--- src/rtl/lu_sched_pkg.sv ---
package lu_sched_pkg;

    typedef enum logic [1:0] {
        KIND_SYNC   = 2'd0,
        KIND_IDLE   = 2'd1,
        KIND_DATA   = 2'd2,
        KIND_YELLOW = 2'd3
    } unit_kind_e;

    localparam logic [7:0] SYNC_FILL   = 8'hBC;
    localparam logic [7:0] YELLOW_FILL = 8'hA5;
    localparam logic [7:0] IDLE_MARK   = 8'h1C;
    localparam logic [7:0] CRC_POLY    = 8'h07;

    // One byte of CRC-8, MSB first.
    function automatic logic [7:0] crc8_step(input logic [7:0] crc_in,
                                             input logic [7:0] din);
        logic [7:0] c;
        c = crc_in ^ din;
        for (int b = 0; b < 8; b++) begin
            if (c[7]) c = {c[6:0], 1'b0} ^ CRC_POLY;
            else      c = {c[6:0], 1'b0};
        end
        return c;
    endfunction

    // Content of byte position pos in an idle unit (last byte overridden by CRC).
    function automatic logic [7:0] idle_fill(input int pos, input logic [7:0] seq);
        if (pos == 0)      return IDLE_MARK;
        else if (pos == 1) return seq;
        else               return 8'h00;
    endfunction

endpackage

--- src/rtl/lu_hold_stage.sv ---
module lu_hold_stage
    import lu_sched_pkg::*;
#(
    parameter int UNIT_W = 80
)(
    input  logic              clk,
    input  logic              rst,
    input  logic              in_valid,
    input  logic [UNIT_W-1:0] in_unit,
    input  logic              take,
    output logic              in_ready,
    output logic              full,
    output logic [UNIT_W-1:0] held
);
    logic              full_q;
    logic [UNIT_W-1:0] held_q;
    logic              accept;

    assign accept   = in_valid && !full_q;
    assign in_ready = !full_q;
    assign full     = full_q;
    assign held     = held_q;

    always_ff @(posedge clk) begin
        if (rst) begin
            full_q <= 1'b0;
            held_q <= '0;
        end else begin
            if (accept) begin
                full_q <= 1'b1;
                held_q <= in_unit;
            end else if (take) begin
                full_q <= 1'b0;
            end
        end
    end

    // a waiting unit is neither lost nor altered until it is taken
    assert_hold_steady_R8: assert property (@(posedge clk) disable iff (rst)
        (full_q && !take) |=> (full_q && $stable(held_q)));

    // a take frees the stage
    assert_take_frees_R8: assert property (@(posedge clk) disable iff (rst)
        (full_q && take) |=> in_ready);

endmodule

--- src/rtl/lu_pick.sv ---
module lu_pick
    import lu_sched_pkg::*;
(
    input  logic       clk,
    input  logic       rst,
    input  logic       at_edge,
    input  logic       sync_mode,
    input  logic       yellow_req,
    input  logic       data_avail,
    output unit_kind_e pick_kind,
    output logic       take,
    output logic [7:0] idle_seq
);
    logic       pend_q;
    logic       pend_eff;
    logic [7:0] seq_q;

    assign pend_eff = pend_q || yellow_req;
    assign idle_seq = seq_q;

    always_comb begin
        if (sync_mode)       pick_kind = KIND_SYNC;
        else if (pend_eff)   pick_kind = KIND_YELLOW;
        else if (data_avail) pick_kind = KIND_DATA;
        else                 pick_kind = KIND_IDLE;
    end

    assign take = at_edge && (pick_kind == KIND_DATA);

    always_ff @(posedge clk) begin
        if (rst) begin
            pend_q <= 1'b0;
            seq_q  <= 8'h00;
        end else begin
            if (at_edge && pick_kind == KIND_YELLOW) pend_q <= 1'b0;
            else                                     pend_q <= pend_eff;
            if (at_edge && pick_kind == KIND_IDLE)   seq_q  <= seq_q + 8'd1;
        end
    end

    // pending yellow blocks the data take at a boundary
    assert_yellow_beats_data_R7: assert property (@(posedge clk) disable iff (rst)
        (at_edge && !sync_mode && pend_q) |-> !take);

    // serving the request clears the sticky flag
    assert_yellow_clears_R7: assert property (@(posedge clk) disable iff (rst)
        (at_edge && !sync_mode && pend_q) |=> !pend_q);

    // no data leaves during synchronization
    assert_sync_no_take_R3: assert property (@(posedge clk) disable iff (rst)
        sync_mode |-> !take);

endmodule

--- src/rtl/lu_unit_crc.sv ---
module lu_unit_crc
    import lu_sched_pkg::*;
(
    input  logic       clk,
    input  logic       rst,
    input  logic       restart,
    input  logic [7:0] byte_in,
    output logic [7:0] crc
);
    logic [7:0] crc_q;

    assign crc = crc_q;

    always_ff @(posedge clk) begin
        if (rst || restart) crc_q <= 8'h00;
        else                crc_q <= crc8_step(crc_q, byte_in);
    end

    // each unit starts its CRC from the initial value
    assert_crc_restart_R6: assert property (@(posedge clk) disable iff (rst)
        restart |=> (crc_q == 8'h00));

endmodule

--- src/rtl/lu_link_sched.sv ---
module lu_link_sched
    import lu_sched_pkg::*;
#(
    parameter int UNIT_LEN = 10
)(
    input  logic                  clk,
    input  logic                  rst,
    input  logic                  sync_mode,
    input  logic                  yellow_req,
    input  logic                  in_valid,
    output logic                  in_ready,
    input  logic [UNIT_LEN*8-1:0] in_unit,
    output logic [7:0]            out_byte,
    output logic                  out_first,
    output logic [1:0]            out_kind
);
    localparam int UNIT_W = UNIT_LEN * 8;
    localparam int IDX_W  = (UNIT_LEN > 2) ? $clog2(UNIT_LEN) : 1;
    localparam logic [IDX_W-1:0] LAST_IDX = IDX_W'(UNIT_LEN - 1);

    logic [IDX_W-1:0] idx_q;
    unit_kind_e       kind_q;
    logic [7:0]       unit_q   [UNIT_LEN];
    logic [7:0]       unit_nxt [UNIT_LEN];
    logic             at_edge;
    unit_kind_e       pick_kind;
    logic             take;
    logic             full;
    logic [UNIT_W-1:0] held;
    logic [7:0]       idle_seq;
    logic [7:0]       crc;
    logic [7:0]       byte_mux;

    assign at_edge = (idx_q == LAST_IDX);

    lu_hold_stage #(.UNIT_W(UNIT_W)) u_hold (
        .clk      (clk),
        .rst      (rst),
        .in_valid (in_valid),
        .in_unit  (in_unit),
        .take     (take),
        .in_ready (in_ready),
        .full     (full),
        .held     (held)
    );

    lu_pick u_pick (
        .clk        (clk),
        .rst        (rst),
        .at_edge    (at_edge),
        .sync_mode  (sync_mode),
        .yellow_req (yellow_req),
        .data_avail (full),
        .pick_kind  (pick_kind),
        .take       (take),
        .idle_seq   (idle_seq)
    );

    lu_unit_crc u_crc (
        .clk     (clk),
        .rst     (rst),
        .restart (at_edge),
        .byte_in (byte_mux),
        .crc     (crc)
    );

    // Next-unit content per byte position, chosen by the picked kind.
    for (genvar gi = 0; gi < UNIT_LEN; gi++) begin : g_fill
        always_comb begin
            unique case (pick_kind)
                KIND_SYNC:   unit_nxt[gi] = SYNC_FILL;
                KIND_YELLOW: unit_nxt[gi] = YELLOW_FILL;
                KIND_DATA:   unit_nxt[gi] = held[8*gi +: 8];
                default:     unit_nxt[gi] = idle_fill(gi, idle_seq);
            endcase
        end
    end

    always_ff @(posedge clk) begin
        if (rst) begin
            idx_q  <= '0;
            kind_q <= KIND_SYNC;
            for (int i = 0; i < UNIT_LEN; i++) unit_q[i] <= SYNC_FILL;
        end else if (at_edge) begin
            idx_q  <= '0;
            kind_q <= pick_kind;
            for (int i = 0; i < UNIT_LEN; i++) unit_q[i] <= unit_nxt[i];
        end else begin
            idx_q  <= idx_q + 1'b1;
        end
    end

    always_comb begin
        if (kind_q == KIND_IDLE && at_edge) byte_mux = crc;
        else                                byte_mux = unit_q[idx_q];
    end

    assign out_byte  = byte_mux;
    assign out_first = (idx_q == '0);
    assign out_kind  = kind_q;

    // kind only changes on a first byte
    assert_kind_steady_R9: assert property (@(posedge clk) disable iff (rst)
        !out_first |-> $stable(out_kind));

    // two first bytes never sit back to back
    assert_first_spacing_R1: assert property (@(posedge clk) disable iff (rst)
        out_first |=> !out_first);

    // sync at the deciding cycle yields a sync unit
    assert_sync_pick_R3: assert property (@(posedge clk) disable iff (rst)
        (at_edge && sync_mode) |=> (out_kind == 2'd0));

    initial begin
        assert_unit_len_R1: assert (UNIT_LEN >= 3);
    end

endmodule

--- config.mk ---
export PLATFORM = sky130hd
export DESIGN_NAME = lu_link_sched
export DESIGN_NICKNAME = d
export VERILOG_FILES = /design/src/rtl/lu_sched_pkg.sv /design/src/rtl/lu_hold_stage.sv /design/src/rtl/lu_pick.sv /design/src/rtl/lu_unit_crc.sv /design/src/rtl/lu_link_sched.sv
export SDC_FILE = /design/constraint.sdc
export NUM_CORES = 1
export LEC_CHECK = 0
export BUFFER_PORTS_ARGS = -buffer_cell sky130_fd_sc_hd__buf_2
export CORE_AREA = 2 2 155 157
export DETAILED_ROUTE_END_ITERATION = 7
export DIE_AREA = 0 0 157 159
export GPL_TIMING_DRIVEN = 0
export REMOVE_ABC_BUFFERS = 1
export SETUP_SLACK_MARGIN = 0.05
export SLEW_MARGIN = 15
export SYNTH_ARGS = -nofsm -noshare
export SYNTH_HDL_FRONTEND = slang
export SYNTH_SLANG_ARGS = --single-unit
--- constraint.sdc ---
create_clock -name clk -period 6 [get_ports clk]
set_input_delay 0.6 -clock clk [delete_from_list [all_inputs] [get_ports clk]]
set_output_delay 0.6 -clock clk [all_outputs]
set_load 0.03 [all_outputs]
Word-level counts from Yosys, hierarchy flattened
Memories as Yosys holds them, arrays and structs flattened. A register that Yosys moved wholly into a read port is not among the register bits.
Index checks and enable logic that the tools add are counted.
- input bits: 85
- output and inout bits: 12
- memories: 1
- bits in writable memories: 80
- bits in registers: 104
- logic and storage cells: 97
- memories (name ; depth ; bits a word ; read ports ; clocked after Yosys merged registers in ; wr ports ; RTL line ; source):
    unit_q ; 10 ; 8 ; 1 ; 1 ; 10 ; lu_link_sched.sv:23 ; logic [7:0] unit_q [UNIT_LEN];
- eq/ne operators: 5
- bitwise logic cells: 20
- multiplexer cells: 47
- reductions and logical operators: 14
- add/sub/neg operators: 2
- operators with widths (kind ; count):
    case mux 8 bit (3 select lines) ; 10
    2-to-1 mux 8 bit ; 18
    2-to-1 mux 3 bit ; 8
    inverter 3 bit ; 8
    bitwise OR 1 bit ; 10
    adder 8 x 1 -> 8 bit (second input constant) ; 1
    bitwise XOR 8 bit ; 1
    2-to-1 mux 1 bit ; 7
    2-to-1 mux 2 bit ; 3
    OR reduction 2 bit ; 3
    logical AND 1 bit ; 5
    adder 4 x 1 -> 4 bit (second input constant) ; 1
    equality test 2 x 1 -> 1 bit (second input constant) ; 2
    equality test 2 bit (second input constant) ; 2
    equality test 4 bit (second input constant) ; 1
    logical NOT 4 bit ; 1
    2-to-1 mux 4 bit ; 1
    logical NOT 2 bit ; 1
    logical OR 1 bit ; 2
    nonzero test 2 bit ; 1
    logical NOT 1 bit ; 1
    inverter 1 bit ; 1

Depth between registers and ports, before layout
Gate-level depths: netlist of the first run.
- depth after elaboration: 27
- mapped depth: 12
- gate-level depth less buffers: 10

Cells and area by module
From an unflattened synthesis of the first run, not the netlist that was laid out.
- cells, all modules: 750
- area, all modules: 9176.3 um^2
- modules (own cells, without submodules) (module ; cells an instance ; area an instance (um^2) ; seq. area each (um^2) ; times used):
    lu_link_sched ; 287 ; 4151.5 ; 2522.4 ; 1
    lu_hold_stage ; 370 ; 4105.2 ; 1621.6 ; 1
    lu_pick ; 53 ; 481.7 ; 180.2 ; 1
    lu_unit_crc ; 40 ; 437.9 ; 160.2 ; 1

Worst setup path after synthesis of the first run
No wires, ideal clock.
- path type: register -> register
- start point: register idx_q[1]
- end point: memory unit_q[0][0], enable pin
- data arrival time: 3.589 ns
- slack: 1.935 ns
- required time: 5.524 ns
- buffers on the path: 2
- setup time: 0.476 ns
- clock period less this slack: 4.065 ns
- stages on the path, launching flop included: 8
- cell sequence: dfxtp_1 > buf_2 > inv_2 > ha_1 > nand3b_1 > nor2b_1 > inv_1 > clkbuf_1
- RTL lines (item ; RTL line ; source):
    start: declaration ; lu_link_sched.sv:21 ; logic [IDX_W-1:0] idx_q;
    start signal: assignment ; lu_link_sched.sv:89 ; idx_q <= idx_q + 1'b1;
    end: declaration ; lu_link_sched.sv:23 ;

Worst setup path after layout of the first run
- start point: register idx_q[0]
- end point: output port out_byte[4]
- cells in the longest elaborated chain, start to end: 3
- ends and longest elaborated chain (item ; RTL line ; source):
    equality test 4 bit ; lu_link_sched.sv:34 ; assign at_edge = (idx_q == LAST_IDX);
    logical AND 1 bit ; lu_link_sched.sv:94 ; if (kind_q == KIND_IDLE && at_edge) byte_mux = crc;
    2-to-1 mux 8 bit ; lu_link_sched.sv:94 ;
    end: declaration ; lu_link_sched.sv:13 ; output logic [7:0] out_byte,
No other way between the ends.

==> results.ini, run 1 <==
[synth]
synth_cell_types = 59
synth_edf_count = 80
avgSynthCellArea_um2 = 9.68
synthFlopType = dfxtp_1
async_reset_ff_frac = 0
syn_inst = 834
synth_warnings = 0
synth_seq_area_share = 0.555
synthesis.area_um2 = 8080
synth-seq-cells = 184

[detailed_routing]
drc = 0
via_count = 5861
wl_mm = 17.5
via_per_inst = 4.73
ant_nets = 0
drt_iter0_markers = 357
dr.pass1.iters = 5
wl_per_cell_um = 14.2

[cts]
clk_latency_ns = 0.44
cts_tree = built
cts_resized = 0
clk_pin_slew_ns = 0.07
ctsHoldBuffers = 0
cts_root_buf = clkbuf_16
clock_path_buffers = 2
post-cts-setup-buffers = 0
clock_sinks = 184
cts_buffers = 17
htreeDepth = 4

[pwr]
ir_drop_mv = 0.215
power_density_nw_per_um2 = 309
leakagePower_uw = 0.00347

[worst_setup_path]
endpoint_kind = output pin
crit_family = simple AND/OR/NAND/NOR gates
worstPathRequired_ns = 5.40
crit_cells = 6
worst-path-buf-inv = 2
crit_fanout = 19
crit_slowest_cell = dfxtp_2
critPathKind = reg2out
start_kind = flop
path_cells = buf_12 -> ha_1 -> nand3b_1 -> or3_1 -> o21ai_0 -> buf_2
rr_worst_depth = 7
crit_arrival_ns = 3.16
cpPeakStageDelay_ns = 0.68

[placement]
place_congestion = 0.788
place_area_um2 = 8940
dp_hpwl_mm = 12.0
port_buffers = 96

[timing]
holdWs_ns = 0.394
fmax_mhz = 266
relSlewSlack = 0.352
rsz0062_at_grt = false
period_minus_slack_ns = 3.76
min_period_over_period = 0.627
hold_viol_final = 0
drv_slew = 0
setup_viol = 0
skew_ns = 0.0107
worst_pin_slew_ns = 0.969

[cells_and_area]
drive_gt1_frac = 0.183
nets = 995
fin_area_um2 = 9540
area_growth_pct = 18.1

[job]
cap_violations = 0

[floorplanning]
fp-row-count = 56
initial_core_util = 0.348
io-pin-count = 97
die_h_um = 159
die_w_um = 157
core_um2 = 23200
die_area_um2 = 25000

[grt]
antenna_found_initial = 1
grt_max_degree = 62
gr-total-overflow = 0
grt_pass1_wl_mm = 28.7
grt_pass1_vias = 5745
grt_usage = 0.145

[outcome]
status = completed

[min_path]
hold_path.class = in2reg
hold_depth = 3

==> synthesized netlist by cell type (all sizes together), types with 3 or more instances <==
cell / instances / area share
nor2: 76 / 0.035
a21oi: 99 / 0.063
clkbuf: 43 / 0.020
mux2i: 14 / 0.017
mux4: 14 / 0.042
nor2b: 7 / 0.0054
o21a: 3 / 0.0028
xor2: 13 / 0.015
nand2: 214 / 0.099
nand2b: 3 / 0.0023
mux2: 7 / 0.011
xnor2: 12 / 0.013
and2: 23 / 0.018
nor4: 3 / 0.0023
a31oi: 3 / 0.0023
or3: 4 / 0.0031
and3: 11 / 0.0091
o21ai: 19 / 0.013
nand3: 9 / 0.0056
ha: 4 / 0.0062
a211oi: 3 / 0.0028
inv: 11 / 0.0051
edfxtp: 80 / 0.30
dfxtp: 104 / 0.26
buf: 9 / 0.0087
nor3: 10 / 0.0062
a21o: 9 / 0.0084
==> placed cells by master, fill, tap and decap left out, types with 4 or more instances in the layout <==
cell type,instances
dfxtp_1,103
xor2_1,12
nor2b_1,5
mux2_2,4
and3_1,10
nor3_1,8
buf_2,95
nand2_1,213
inv_1,9
xnor2_1,12
nor2_1,75
clkbuf_16,17
mux4_2,8
or3_1,4
mux4_1,6
nand3_1,9
and2_1,23
a21oi_1,95
edfxtp_1,80
a21oi_2,4
ha_1,4
o21ai_0,15
mux2i_1,14
a21o_1,9
==> layer usage <==
layer,global-route usage,routed length [um],vias to the layer above,share of wire
met1,0.194,8330,2730,0.47
met4,0.0480,285,0,0.016
met2,0.234,8340,105,0.48
li1,-,-,3006,-
met5,0,0,-,0
met3,0.0316,591,20,0.034
==> flip-flops by register name, indices dropped and copies added (netlist names) <==
signal,flops
idx_q,4
out_kind,2
u_crc.crc,8
u_hold.full,1
u_hold.held,80
u_pick.idle_seq,8
u_pick.pend_q,1
unit_q,80
==> final timing paths <==
| kind | slack (ns) | from | to |
|---|---|---|---|
| hold reg to reg | 0.45 | u_hold.held[6] | u_hold.held[6] |
| setup reg to reg | 2.25 | idx_q[0] | unit_q[6][7] |
| hold / removal | 0.39 | in_unit[42] | u_hold.held[42] |
| setup / recovery | 2.24 | idx_q[0] | out_byte[4] |
==> tightest hold or removal path, delay by kind of cell <==
family	cells	cell delay [ns]
AO/OA/AOI/OAI	1	0.05
buffers and inverters	1	0.10
AND/OR/NAND/NOR	1	0.04
==> area by class of cell <==
| type | count | area (um^2) |
|---|---|---|
| flip-flops and latches | 184 | 4490 |
| clock inverters | 12 | 138 |
| fillers | 2332 | 13700 |
| multi-input cells | 586 | 3350 |
| repair buffers | 105 | 656 |
| diodes | 1 | 2.50 |
| inverters | 12 | 47.5 |
| clock buffers | 20 | 457 |
| well taps | 319 | 399 |
==> cells by family (layout without fill, tap and decap cells) <==
logic type,after synthesis,in the layout,synth area share
AND/OR/NAND/NOR,371,371,0.197
AO/OA/AOI/OAI,151,151,0.109
buffers and inverters,64,149,0.0342
other,0,1,0
multiplexers,35,35,0.0703
adder cells (fa/ha/maj),4,4,0.00620
flip-flops,184,184,0.555
XOR/XNOR,25,25,0.0280
==> power by group <==
group	internal (uW)	leakage, uW	total, uW	switching (uW)
sequential	1370	0.00150	1420	57.2
combinational	180	0.00167	393	213
clock	642	0.000291	1130	485
==> metrics by stage <==
step | cells | util | setup WS [ns] | power [uW] | setup TNS (ns)
after floorplan | 782 | - | 1.60 | 1720 | 0
after global placement | 1197 | 0.376 | -0.501 | 1830 | -9.40
after detailed placement | 1206 | 0.385 | 2.18 | 1850 | 0
after CTS | 1238 | 0.411 | 2.19 | 2970 | 0
after global routing | 1238 | 0.411 | 1.88 | 3070 | 0
final | 1239 | 0.411 | 2.24 | 2940 | 0
Power figures use the tool's default switching activity.
==> run 2, diff against run 1 <==
==> constraint.sdc (replaced) <==
create_clock -name clk -period 3.8 [get_ports clk]
set_input_delay 0.38 -clock clk [delete_from_list [all_inputs] [get_ports clk]]
set_output_delay 0.38 -clock clk [all_outputs]
set_load 0.03 [all_outputs]
==> run 2 against run 1 <==
  * Via count rose by 0.39%
  * Critical path depth did not move
  * Sequential share of layout area shrank 0.066 points
  * Global-route usage is essentially flat
  * Sequential cell count unchanged
  * Sequential power grew 58%
  * First-iteration DRC count is 7.3% lower
  * Critical path type unchanged
  * Largest power group unchanged
==> results.ini, run 2 (synthesis results as in run 1) <==
[cts]
cts_buffers = 17
clock_sinks = 184
clk_pin_slew_ns = 0.07
cts_tree = built
htreeDepth = 4
clk_latency_ns = 0.43
ctsHoldBuffers = 0
cts_root_buf = clkbuf_16
clock_path_buffers = 2

[cells_and_area]
seqCellArea_um2 = 4490
drive_gt1_frac = 0.185
area_growth_pct = 18.3
nets = 995
fin_area_um2 = 9550
fillCellCount = 2328
mostFrequentLayoutCell = nand2_1
multi_input_area_um2 = 3370
layout_common_cells = 213 x nand2_1, 103 x dfxtp_1, 95 x a21oi_1, 95 x buf_2, 80 x edfxtp_1

[timing]
rsz0062_at_grt = false
setup_viol = 0
fmax_mhz = 292
worst_pin_slew_ns = 0.903
relSlewSlack = 0.397
skew_ns = 0.0108
holdWs_ns = 0.182
period_minus_slack_ns = 3.42
drv_slew = 0
min_period_over_period = 0.901
hold_viol_final = 0
fin_setup_tns_ns = 0

[placement]
dp_hpwl_mm = 12.0
place_congestion = 0.788
port_buffers = 96
place_area_um2 = 8940

[detailed_routing]
via_count = 5884
drt_iter0_markers = 331
wl_per_cell_um = 14.1
ant_nets = 0
wl_mm = 17.5
dr.pass1.iters = 5
drc = 0
via_per_inst = 4.75

[pwr]
leakagePower_uw = 0.00347
ir_drop_mv = 0.341
power_density_nw_per_um2 = 486

[grt]
antenna_found_initial = 1
grt_usage = 0.146
grt_max_degree = 62
grt_pass1_wl_mm = 28.7
grt_pass1_vias = 5764
gr-total-overflow = 0

[job]
cap_violations = 0

[worst_setup_path]
endpoint_kind = output pin
crit_fanout = 14
critPathKind = reg2out
reg2reg_slack_ns = 0.48
crit_arrival_ns = 3.04
start_kind = flop
worstPathRequired_ns = 3.42

[floorplanning]
io-pin-count = 97
die_h_um = 159
core_um2 = 23200
initial_core_util = 0.348
die_w_um = 157
die_area_um2 = 25000
fp-row-count = 56

[min_path]
hold_path.class = in2reg

[outcome]
status = completed

## run 2: cell types whose count changed in the layout (fill, tap and decap cells not counted)
cell and change:
dfxtp_2 -1, dfxtp_4 +1, nand3_1 -1, nor3_1 -1, nand3_2 +1, nor3_4 +1
## run 2: routing by layer
layer / track usage / part of all wire
met2: 0.234 / 0.48
met4: 0.0492 / 0.015
met1: 0.194 / 0.47
met3: 0.0316 / 0.031
met5: 0 / 0
## run 2: worst max-delay path: stages (launching register included)
cell and delay [ns]:
dfxtp_1 0.50, inv_2 0.29, ha_1 0.21, nand3b_1 0.33
or3_1 0.66, o21ai_0 0.37, buf_2 0.27
## run 2: stage by stage
step / setup WS [ns] / cells / utilization / total power [uW]
2_1_floorplan: -0.604 / 782 / - / 2720
3_3_place_gp: -2.70 / 1197 / 0.376 / 2890
3_5_place_dp: -0.0151 / 1206 / 0.385 / 2920
4_1_cts: 0.209 / 1238 / 0.411 / 4680
5_1_grt: 0.158 / 1238 / 0.412 / 4850
6_report: 0.376 / 1239 / 0.412 / 4640
## run 2: area by class of cell
cell class | count | area share
Antenna cell | 1 | 0.000262
Clock buffer | 20 | 0.0478
Clock inverter | 12 | 0.0144
Inverter | 12 | 0.00498
Multi-Input combinational cell | 586 | 0.352
Sequential cell | 184 | 0.470
Tap cell | 319 | 0.0418
Timing Repair Buffer | 105 | 0.0686
## run 2: repair_timing
item                       CTS  global route
setup endpoints to repair    9             7
cloned                       0             0
gates resized for setup      1             3
setup buffers                0             0
## run 2: worst paths after layout
kind                  start         endpoint  depth (start not counted)
max                idx_q[1]      out_byte[4]                          6
min             in_unit[42]  u_hold.held[42]                          3
max reg2reg        idx_q[1]     u_crc.crc[1]                         10
min reg2reg  u_hold.held[6]   u_hold.held[6]                          2
## run 2: power breakdown
part / leakage (uW) / total [uW] / switching, uW / internal, uW
Clock: 0.000291 / 1770 / 761 / 1010
Combinational: 0.00168 / 620 / 335 / 285
Sequential: 0.00150 / 2250 / 90.1 / 2160
